**config.mk**
```make
export PLATFORM = sky130hd
export DESIGN_NAME = adc_sweep_seq
export DESIGN_NICKNAME = d
export VERILOG_FILES = /design/src/rtl/adc_sweep_pkg.sv /design/src/rtl/adc_clk_en.sv /design/src/rtl/adc_chan_seq.sv /design/src/rtl/adc_result_bank.sv /design/src/rtl/adc_sweep_seq.sv
export SDC_FILE = /design/constraint.sdc
export NUM_CORES = 1
export LEC_CHECK = 0
export BUFFER_PORTS_ARGS = -buffer_cell sky130_fd_sc_hd__buf_2
export CAP_MARGIN = 25
export CORE_ASPECT_RATIO = 1.1
export CORE_MARGIN = 2
export CORE_UTILIZATION = 45
export CTS_CLUSTER_DIAMETER = 50
export CTS_CLUSTER_SIZE = 16
export DETAILED_ROUTE_END_ITERATION = 10
export PLACE_DENSITY_LB_ADDON = 0.15
export SYNTH_ARGS = -nofsm -noshare
export SYNTH_HDL_FRONTEND = slang
export SYNTH_SLANG_ARGS = --single-unit
```
**constraint.sdc**
```tcl
create_clock -name clk -period 3.4 [get_ports clk]
set_clock_uncertainty 0.1 [all_clocks]
set_input_delay 0.17 -clock clk [delete_from_list [all_inputs] [get_ports clk]]
set_output_delay 0.17 -clock clk [all_outputs]
set_load 0.03 [all_outputs]
```
**src/rtl/adc_sweep_pkg.sv**
```systemverilog
// adc_sweep_pkg: shared types and helpers for the sweep sequencer.
// Assumes a group select of at most four channels and a 2-bit divide select.
package adc_sweep_pkg;

    localparam int GRP_W = 2;
    localparam int DIV_W = 2;

    typedef enum logic [1:0] {
        ST_IDLE = 2'd0,
        ST_ARM  = 2'd1,
        ST_CONV = 2'd2
    } seq_state_e;

    // Settings captured when a sweep launches.
    typedef struct packed {
        logic [GRP_W-1:0] grp;
        logic             res10;
        logic             sh;
        logic [DIV_W-1:0] div;
    } sweep_cfg_t;

    // Divide ratio for a divide select code: 0->1, 1->2, others->4.
    function automatic int unsigned div_ratio(input logic [DIV_W-1:0] sel);
        case (sel)
            2'd0:    return 1;
            2'd1:    return 2;
            default: return 4;
        endcase
    endfunction

endpackage

```
**src/rtl/adc_clk_en.sv**
```systemverilog
// adc_clk_en: produces the conversion-clock enable as a one-cycle pulse in
// the system clock domain. The divider is held at zero while not running, so
// the first pulse of a run arrives exactly `ratio` cycles after run rises.
// Assumes the divide select is stable while run is high.
module adc_clk_en
    import adc_sweep_pkg::*;
#(
    parameter int MAX_DIV = 4
) (
    input  logic             clk,
    input  logic             rst_n,
    input  logic             run,
    input  logic [DIV_W-1:0] div_sel,
    output logic             tick
);

    localparam int CW = (MAX_DIV > 1) ? $clog2(MAX_DIV) : 1;

    logic [CW-1:0] dcnt_q;
    logic [CW-1:0] ratio_m1;

    // Terminal count for the selected divide ratio.
    always_comb ratio_m1 = CW'(div_ratio(div_sel) - 1);

    // Divider counter: cleared when idle, wraps at the terminal count.
    always_ff @(posedge clk) begin
        if (!rst_n || !run) begin
            dcnt_q <= '0;
        end else if (dcnt_q == ratio_m1) begin
            dcnt_q <= '0;
        end else begin
            dcnt_q <= dcnt_q + 1'b1;
        end
    end

    // Enable pulse on the terminal count of a running divider.
    always_comb tick = run && (dcnt_q == ratio_m1);

endmodule

```
**src/rtl/adc_chan_seq.sv**
```systemverilog
// adc_chan_seq: walks the channel order of the interleaved sweep. It covers
// the group 0..grp_sel in rising order, then one channel above the group,
// then the group again. The extra channel advances per pass and wraps to
// grp_sel+1 after the highest channel. Assumes grp_sel+1 < NUM_CH.
module adc_chan_seq
    import adc_sweep_pkg::*;
#(
    parameter int NUM_CH = 8
) (
    input  logic                      clk,
    input  logic                      rst_n,
    input  logic                      clear,
    input  logic                      adv,
    input  logic [GRP_W-1:0]          grp_sel,
    output logic [$clog2(NUM_CH)-1:0] ch
);

    localparam int CHW = $clog2(NUM_CH);
    localparam logic [CHW-1:0] TOP_CH = CHW'(NUM_CH - 1);

    logic [CHW-1:0] cur_q;
    logic [CHW-1:0] xptr_q;
    logic           in_extra_q;
    logic [CHW-1:0] grp_last;
    logic [CHW-1:0] first_extra;

    // Last group channel and first channel outside the group.
    always_comb begin
        grp_last    = CHW'(grp_sel);
        first_extra = grp_last + 1'b1;
    end

    // Channel order state: current channel, extra pointer, extra-slot flag.
    always_ff @(posedge clk) begin
        if (!rst_n) begin
            cur_q      <= '0;
            xptr_q     <= CHW'(1);
            in_extra_q <= 1'b0;
        end else if (clear) begin
            cur_q      <= '0;
            xptr_q     <= first_extra;
            in_extra_q <= 1'b0;
        end else if (adv) begin
            if (in_extra_q) begin
                cur_q      <= '0;
                in_extra_q <= 1'b0;
                xptr_q     <= (xptr_q == TOP_CH) ? first_extra : xptr_q + 1'b1;
            end else if (cur_q == grp_last) begin
                cur_q      <= xptr_q;
                in_extra_q <= 1'b1;
            end else begin
                cur_q <= cur_q + 1'b1;
            end
        end
    end

    assign ch = cur_q;

endmodule

```
**src/rtl/adc_result_bank.sv**
```systemverilog
// adc_result_bank: one result register per channel, written by a single
// write port and exposed as a flat vector (channel i at [i*RES_W +: RES_W]).
module adc_result_bank #(
    parameter int NUM_CH = 8,
    parameter int RES_W  = 10
) (
    input  logic                      clk,
    input  logic                      rst_n,
    input  logic                      wr_en,
    input  logic [$clog2(NUM_CH)-1:0] wr_ch,
    input  logic [RES_W-1:0]          wr_data,
    output logic [NUM_CH*RES_W-1:0]   res_flat
);

    localparam int CHW = $clog2(NUM_CH);

    for (genvar gi = 0; gi < NUM_CH; gi++) begin : g_slot
        logic [RES_W-1:0] slot_q;

        // Store the result when this channel is the write target.
        always_ff @(posedge clk) begin
            if (!rst_n) begin
                slot_q <= '0;
            end else if (wr_en && (wr_ch == CHW'(gi))) begin
                slot_q <= wr_data;
            end
        end

        assign res_flat[gi*RES_W +: RES_W] = slot_q;
    end

endmodule

```
**src/rtl/adc_sweep_seq.sv**
```systemverilog
// adc_sweep_seq: top of the interleaved sweep sequencer. It launches a sweep
// on the start flag (or on an external edge when armed) and captures the
// settings at launch. It times each conversion on the conversion-clock
// enable, stores each result in its channel register and abandons the
// running conversion when the flag drops. SYS_CLK_HZ describes clk; it
// decides whether sample-and-hold is allowed at each divide ratio.
module adc_sweep_seq
    import adc_sweep_pkg::*;
#(
    parameter int NUM_CH     = 8,
    parameter int RES_W      = 10,
    parameter int LO_RES_W   = 8,
    parameter int SYS_CLK_HZ = 50_000_000,
    parameter int MIN_SH_HZ  = 1_000_000,
    parameter int N_SH_LO    = 28,
    parameter int N_SH_HI    = 33,
    parameter int N_NS_LO    = 49,
    parameter int N_NS_HI    = 59
) (
    input  logic                      clk,
    input  logic                      rst_n,
    input  logic                      start_flag,
    input  logic                      trig_ext_sel,
    input  logic                      ext_trig,
    input  logic                      res10_sel,
    input  logic [1:0]                grp_sel,
    input  logic                      sh_en,
    input  logic [1:0]                div_sel,
    input  logic [RES_W-1:0]          conv_data,
    output logic                      conv_active,
    output logic                      conv_start,
    output logic [$clog2(NUM_CH)-1:0] ch_sel,
    output logic                      res_wr,
    output logic [$clog2(NUM_CH)-1:0] res_wr_ch,
    output logic [NUM_CH*RES_W-1:0]   res_flat
);

    localparam int CHW   = $clog2(NUM_CH);
    localparam int N_MAX = (N_NS_HI > N_NS_LO) ? N_NS_HI : N_NS_LO;
    localparam int CNT_W = $clog2(N_MAX + 1);
    localparam bit SH_OK_D1 = (SYS_CLK_HZ     >= MIN_SH_HZ);
    localparam bit SH_OK_D2 = (SYS_CLK_HZ / 2 >= MIN_SH_HZ);
    localparam bit SH_OK_D4 = (SYS_CLK_HZ / 4 >= MIN_SH_HZ);

    seq_state_e       state_q, state_d;
    sweep_cfg_t       cfg_q;
    logic             launch;
    logic             trig_q;
    logic             trig_rise;
    logic             running;
    logic             tick;
    logic             done;
    logic             sh_eff;
    logic [CNT_W-1:0] cnt_q;
    logic [CNT_W-1:0] len_m1;
    logic [GRP_W-1:0] grp_now;
    logic [CHW-1:0]   cur_ch;
    logic [RES_W-1:0] wr_data;
    logic             conv_start_q;
    logic             res_wr_q;
    logic [CHW-1:0]   res_wr_ch_q;

    assign running   = (state_q == ST_CONV);
    assign trig_rise = ext_trig && !trig_q;

    // Next state: launch, arm for an external edge, or stop on flag clear.
    always_comb begin
        state_d = state_q;
        launch  = 1'b0;
        case (state_q)
            ST_IDLE: begin
                if (start_flag) begin
                    if (trig_ext_sel) begin
                        state_d = ST_ARM;
                    end else begin
                        state_d = ST_CONV;
                        launch  = 1'b1;
                    end
                end
            end
            ST_ARM: begin
                if (!start_flag) begin
                    state_d = ST_IDLE;
                end else if (trig_rise) begin
                    state_d = ST_CONV;
                    launch  = 1'b1;
                end
            end
            ST_CONV: begin
                if (!start_flag) begin
                    state_d = ST_IDLE;
                end
            end
            default: state_d = ST_IDLE;
        endcase
    end

    // State, trigger history and settings captured at launch.
    always_ff @(posedge clk) begin
        if (!rst_n) begin
            state_q <= ST_IDLE;
            trig_q  <= 1'b0;
            cfg_q   <= '0;
        end else begin
            state_q <= state_d;
            trig_q  <= ext_trig;
            if (launch) begin
                cfg_q <= '{grp: grp_sel, res10: res10_sel, sh: sh_en, div: div_sel};
            end
        end
    end

    // Conversion length: sample-and-hold only where the divided clock allows.
    always_comb begin
        case (cfg_q.div)
            2'd0:    sh_eff = cfg_q.sh && SH_OK_D1;
            2'd1:    sh_eff = cfg_q.sh && SH_OK_D2;
            default: sh_eff = cfg_q.sh && SH_OK_D4;
        endcase
        case ({cfg_q.res10, sh_eff})
            2'b11:   len_m1 = CNT_W'(N_SH_HI - 1);
            2'b01:   len_m1 = CNT_W'(N_SH_LO - 1);
            2'b10:   len_m1 = CNT_W'(N_NS_HI - 1);
            default: len_m1 = CNT_W'(N_NS_LO - 1);
        endcase
    end

    adc_clk_en #(
        .MAX_DIV (4)
    ) u_clk_en (
        .clk     (clk),
        .rst_n   (rst_n),
        .run     (running),
        .div_sel (cfg_q.div),
        .tick    (tick)
    );

    // Conversion ends on the last enable of the count, unless stopping.
    assign done = running && start_flag && tick && (cnt_q == len_m1);

    // Conversion-cycle counter, advanced only on the conversion-clock enable.
    always_ff @(posedge clk) begin
        if (!rst_n || !running) begin
            cnt_q <= '0;
        end else if (tick) begin
            cnt_q <= (cnt_q == len_m1) ? '0 : cnt_q + 1'b1;
        end
    end

    assign grp_now = running ? cfg_q.grp : grp_sel;

    adc_chan_seq #(
        .NUM_CH  (NUM_CH)
    ) u_chan_seq (
        .clk     (clk),
        .rst_n   (rst_n),
        .clear   (!running),
        .adv     (done),
        .grp_sel (grp_now),
        .ch      (cur_ch)
    );

    // Result word: full width at 10 bits, low bits zero-extended at 8 bits.
    always_comb begin
        if (cfg_q.res10) begin
            wr_data = conv_data;
        end else begin
            wr_data = {{(RES_W-LO_RES_W){1'b0}}, conv_data[LO_RES_W-1:0]};
        end
    end

    adc_result_bank #(
        .NUM_CH   (NUM_CH),
        .RES_W    (RES_W)
    ) u_bank (
        .clk      (clk),
        .rst_n    (rst_n),
        .wr_en    (done),
        .wr_ch    (cur_ch),
        .wr_data  (wr_data),
        .res_flat (res_flat)
    );

    // Output strobes: conversion start and result write with its channel.
    always_ff @(posedge clk) begin
        if (!rst_n) begin
            conv_start_q <= 1'b0;
            res_wr_q     <= 1'b0;
            res_wr_ch_q  <= '0;
        end else begin
            conv_start_q <= launch || done;
            res_wr_q     <= done;
            if (done) begin
                res_wr_ch_q <= cur_ch;
            end
        end
    end

    assign conv_active = running;
    assign conv_start  = conv_start_q;
    assign ch_sel      = cur_ch;
    assign res_wr      = res_wr_q;
    assign res_wr_ch   = res_wr_ch_q;

endmodule

```
==> key figures <==
Clocking
  • CTS Hold Buffers Added: 7
  • Post-CTS setup buffers: 0
  • CTS root buffer: clkbuf_8
  • Clock-pin slew on the worst setup and hold paths: 0.10 ns
  • # clock sinks: 109
  • Resized cells post-CTS: 0
  • Worst skew pair latency: 0.38 ns
  • H-tree levels: 3
  • CTS tree: built
  • Total CTS buffers: 9
  • CTS Buffer Depth: 2

STA
  • Final setup fails: 0
  • Final min period: 2.80 ns
  • Pins Over Slew Limit: 0
  • Hold Fails Final Rpt: 0
  • Setup TNS: 0 ns
  • Unrepaired setup endpoints after global routing: false
  • Worst Max-Slew Pin Slew: 0.741 ns
  • Fmax: 357 MHz
  • Relative slew slack: 50.4%
  • Final worst-path cycle share: 82.5%

Detailed routing
  • DRT Wirelength: 11500 um
  • Vias per cell: 5.16
  • Drt drc: 0
  • Final ANT Viol Nets: 0
  • 1st-pass router iterations: 4
  • 1st-iter DRT viols: 160
  • WL/cell: 15.4 um
  • Vias: 3856

Power
  • Static Leak: 0.00225 uW
  • Comb pwr share: 6.0%
  • Pwr Density: 420 nW/um^2
  • Reg power frac: 57.5%
  • Internal Power: 1720 uW
  • VDD IR-drop max: 0.254 mV
  • Clock power share: 36.4%
  • Net Sw Power: 534 uW
  • Sw Share: 23.7%

Final layout
  • Area Overhead vs Synth: 17.2%
  • Share of cells above drive strength 1: 23.3%
  • NumNets Final: 655
  • Fillers: 945
  • ANT cells: 0
  • Finished Layout Cells: 747

Logic synthesis
  • #FFs+latches synth: 109
  • Syn nets: 564
  • Most common cell in the netlist: nand2_1
  • Cell count after synthesis: 531
  • Share of the synthesized area in the top cell type: 47.7%
  • Seq/Total Area, Yosys: 47.7%
  • Number of flops mapped to enable cells by yosys: 0
  • Yosys top cell by area: dfxtp_1
  • Post-synth cell types: 43
  • Synthesized area per cell: 8.62 sq um
  • Ys Warns: 0
  • Top post-synthesis cells by count: nand2_1, dfxtp_1, a21boi_0
  • FFs w/ async S/R, synth: 0%
  • Synthesized cell area: 4580 sq um
  • Synth Flop Type: dfxtp_1
  • Synth top area cells: dfxtp_1, nand2_1, a21boi_0

Critical path
  • Critical Path RT: 3.61 ns
  • WP data arrival: 3.01 ns
  • Kind of end point of the critical path: register
  • WS Path Type: reg2reg
  • CP max FO: 13
  • Startpoint types: register

GRT
  • GRT Util Overall: 21.1%
  • Grt ovf: 0
  • Vias in the first global route: 3499
  • Largest net degree at the start of global routing: 51
  • Initial antenna violation count: 0
  • First-pass GRT wire length: 18100 um

Placed design
  • Port Buffers: 109
  • Routability Congestion: 0.848
  • Dpl hpwl: 8090 um
  • Post-Place Cells: 724

Floorplan
  • # IOs: 110
  • Num rows: 38
  • Initial Util: 46.3%
  • Die height: 110 um
  • Die width: 100 um
  • Die ar.: 11000 sq um
  • Core area: 9890 sq um

Job
  • Max cap viols: 0

Run status
  • Run status: finished clean

Hold path
  • Hold Path Class: in2reg
## registers in the layout, indices dropped and copies added (netlist names)
name and flops:
trig_q 1, u_chan_seq.xptr_q 3, u_chan_seq.ch 3, u_bank.g_slot.slot_q 80
cnt_q 6, res_wr 1, cfg_q 6, conv_start 1
res_wr_ch 3, state_q 2, u_chan_seq.in_extra_q 1, u_clk_en.dcnt_q 2
## per-stage QoR
step                      setup WS (ns)  hold WS [ns]  util [%]  power, uW  area (sq um)
after detailed placement          0.647         0.293      51.4       1450          5080
final                             0.595        0.0306      54.3       2250          5370
after global routing              0.350        0.0471      54.3       2330          5370
after global placement            0.748         0.293      51.4       1450          5080
after floorplan                    1.21         0.192         -       1420          4580
after CTS                         0.641        0.0390      54.3       2260          5370
## kinds of logic after synthesis
logic type      after synthesis  share of synthesized area [%]
compound gates              101                           14.6
xor+xnor                     10                           1.91
buf+inv                      49                           5.46
simple gates                238                           24.5
mux                          12                           2.62
fa+ha+maj                    12                           3.28
flops                       109                           47.7
## cells in the final DEF, fill, tap and decap left out, types with 2 or more instances in the layout
| cell | count |
|---|---|
| a21boi_0 | 29 |
| a21oi_1 | 28 |
| a21oi_2 | 10 |
| and2_1 | 6 |
| and3b_1 | 2 |
| and4_1 | 7 |
| buf_2 | 109 |
| buf_4 | 3 |
| clkbuf_8 | 11 |
| clkinv_1 | 2 |
| clkinvlp_4 | 2 |
| dfxtp_1 | 109 |
| dlygate4sd3_1 | 7 |
| ha_1 | 12 |
| inv_1 | 8 |
| mux2i_1 | 12 |
| nand2_1 | 154 |
| nand2b_1 | 6 |
| nand3_1 | 26 |
| nand3b_1 | 3 |
| nand4_1 | 2 |
| nand4_2 | 4 |
| nor2_1 | 15 |
| nor2b_1 | 2 |
| nor3_1 | 4 |
| nor3b_1 | 2 |
| nor4b_4 | 2 |
| o21ai_0 | 21 |
| o22ai_1 | 2 |
| o31ai_1 | 2 |
| o32ai_1 | 2 |
| xnor2_1 | 5 |
| xor2_1 | 5 |
## critical path, cell delays in order, from the launching register on
cell,delay [ns]
dfxtp_1,0.39
inv_1,0.06
ha_1,0.29
and3b_1,0.21
o22ai_1,0.16
nor4b_4,0.71
and4_1,0.55
nand2_1,0.09
a21boi_0,0.18
## final cells by class
class                   count  area [sq um]  share of cell area [%]
flip-flops and latches    109          2180                    40.7
clock inverters             5          58.8                    1.10
repair buffers            119           638                    11.9
inverters                  10          37.5                   0.700
multi-input cells         373          2150                    40.0
well taps                 120           150                    2.80
clock buffers              11           151                    2.82
## power by group through the flow
stage | logic (uW) | clock network, uW | registers, uW
floorplan | 94.3 | 0 | 1320
CTS | 135 | 833 | 1300
global route | 149 | 886 | 1300
finish | 135 | 820 | 1300
detailed placement | 129 | 0 | 1320
global placement | 126 | 0 | 1320
## final timing paths
path              cells past startpoint  slack (ns)                       start                         end
setup / recovery                      8        0.60                    cfg_q[3]  u_bank.g_slot[5].slot_q[7]
hold / removal                        3        0.03                trig_ext_sel                  state_q[0]
setup reg to reg                      8        0.60                    cfg_q[3]  u_bank.g_slot[5].slot_q[7]
hold reg to reg                       2        0.35  u_bank.g_slot[1].slot_q[8]  u_bank.g_slot[1].slot_q[8]
## routing by layer
metal / part of all wire [%] / global-route usage [%] / vias up / wire [um]
met4: 0.99 / 5.38 / 0 / 114
met1: 46 / 28.1 / 1807 / 5250
li1: - / - / 1953 / -
met3: 5.6 / 5.53 / 10 / 643
met5: 0 / 0 / - / 0
met2: 48 / 34.2 / 86 / 5480
No activity file was read; power rests on OpenSTA's default activity.
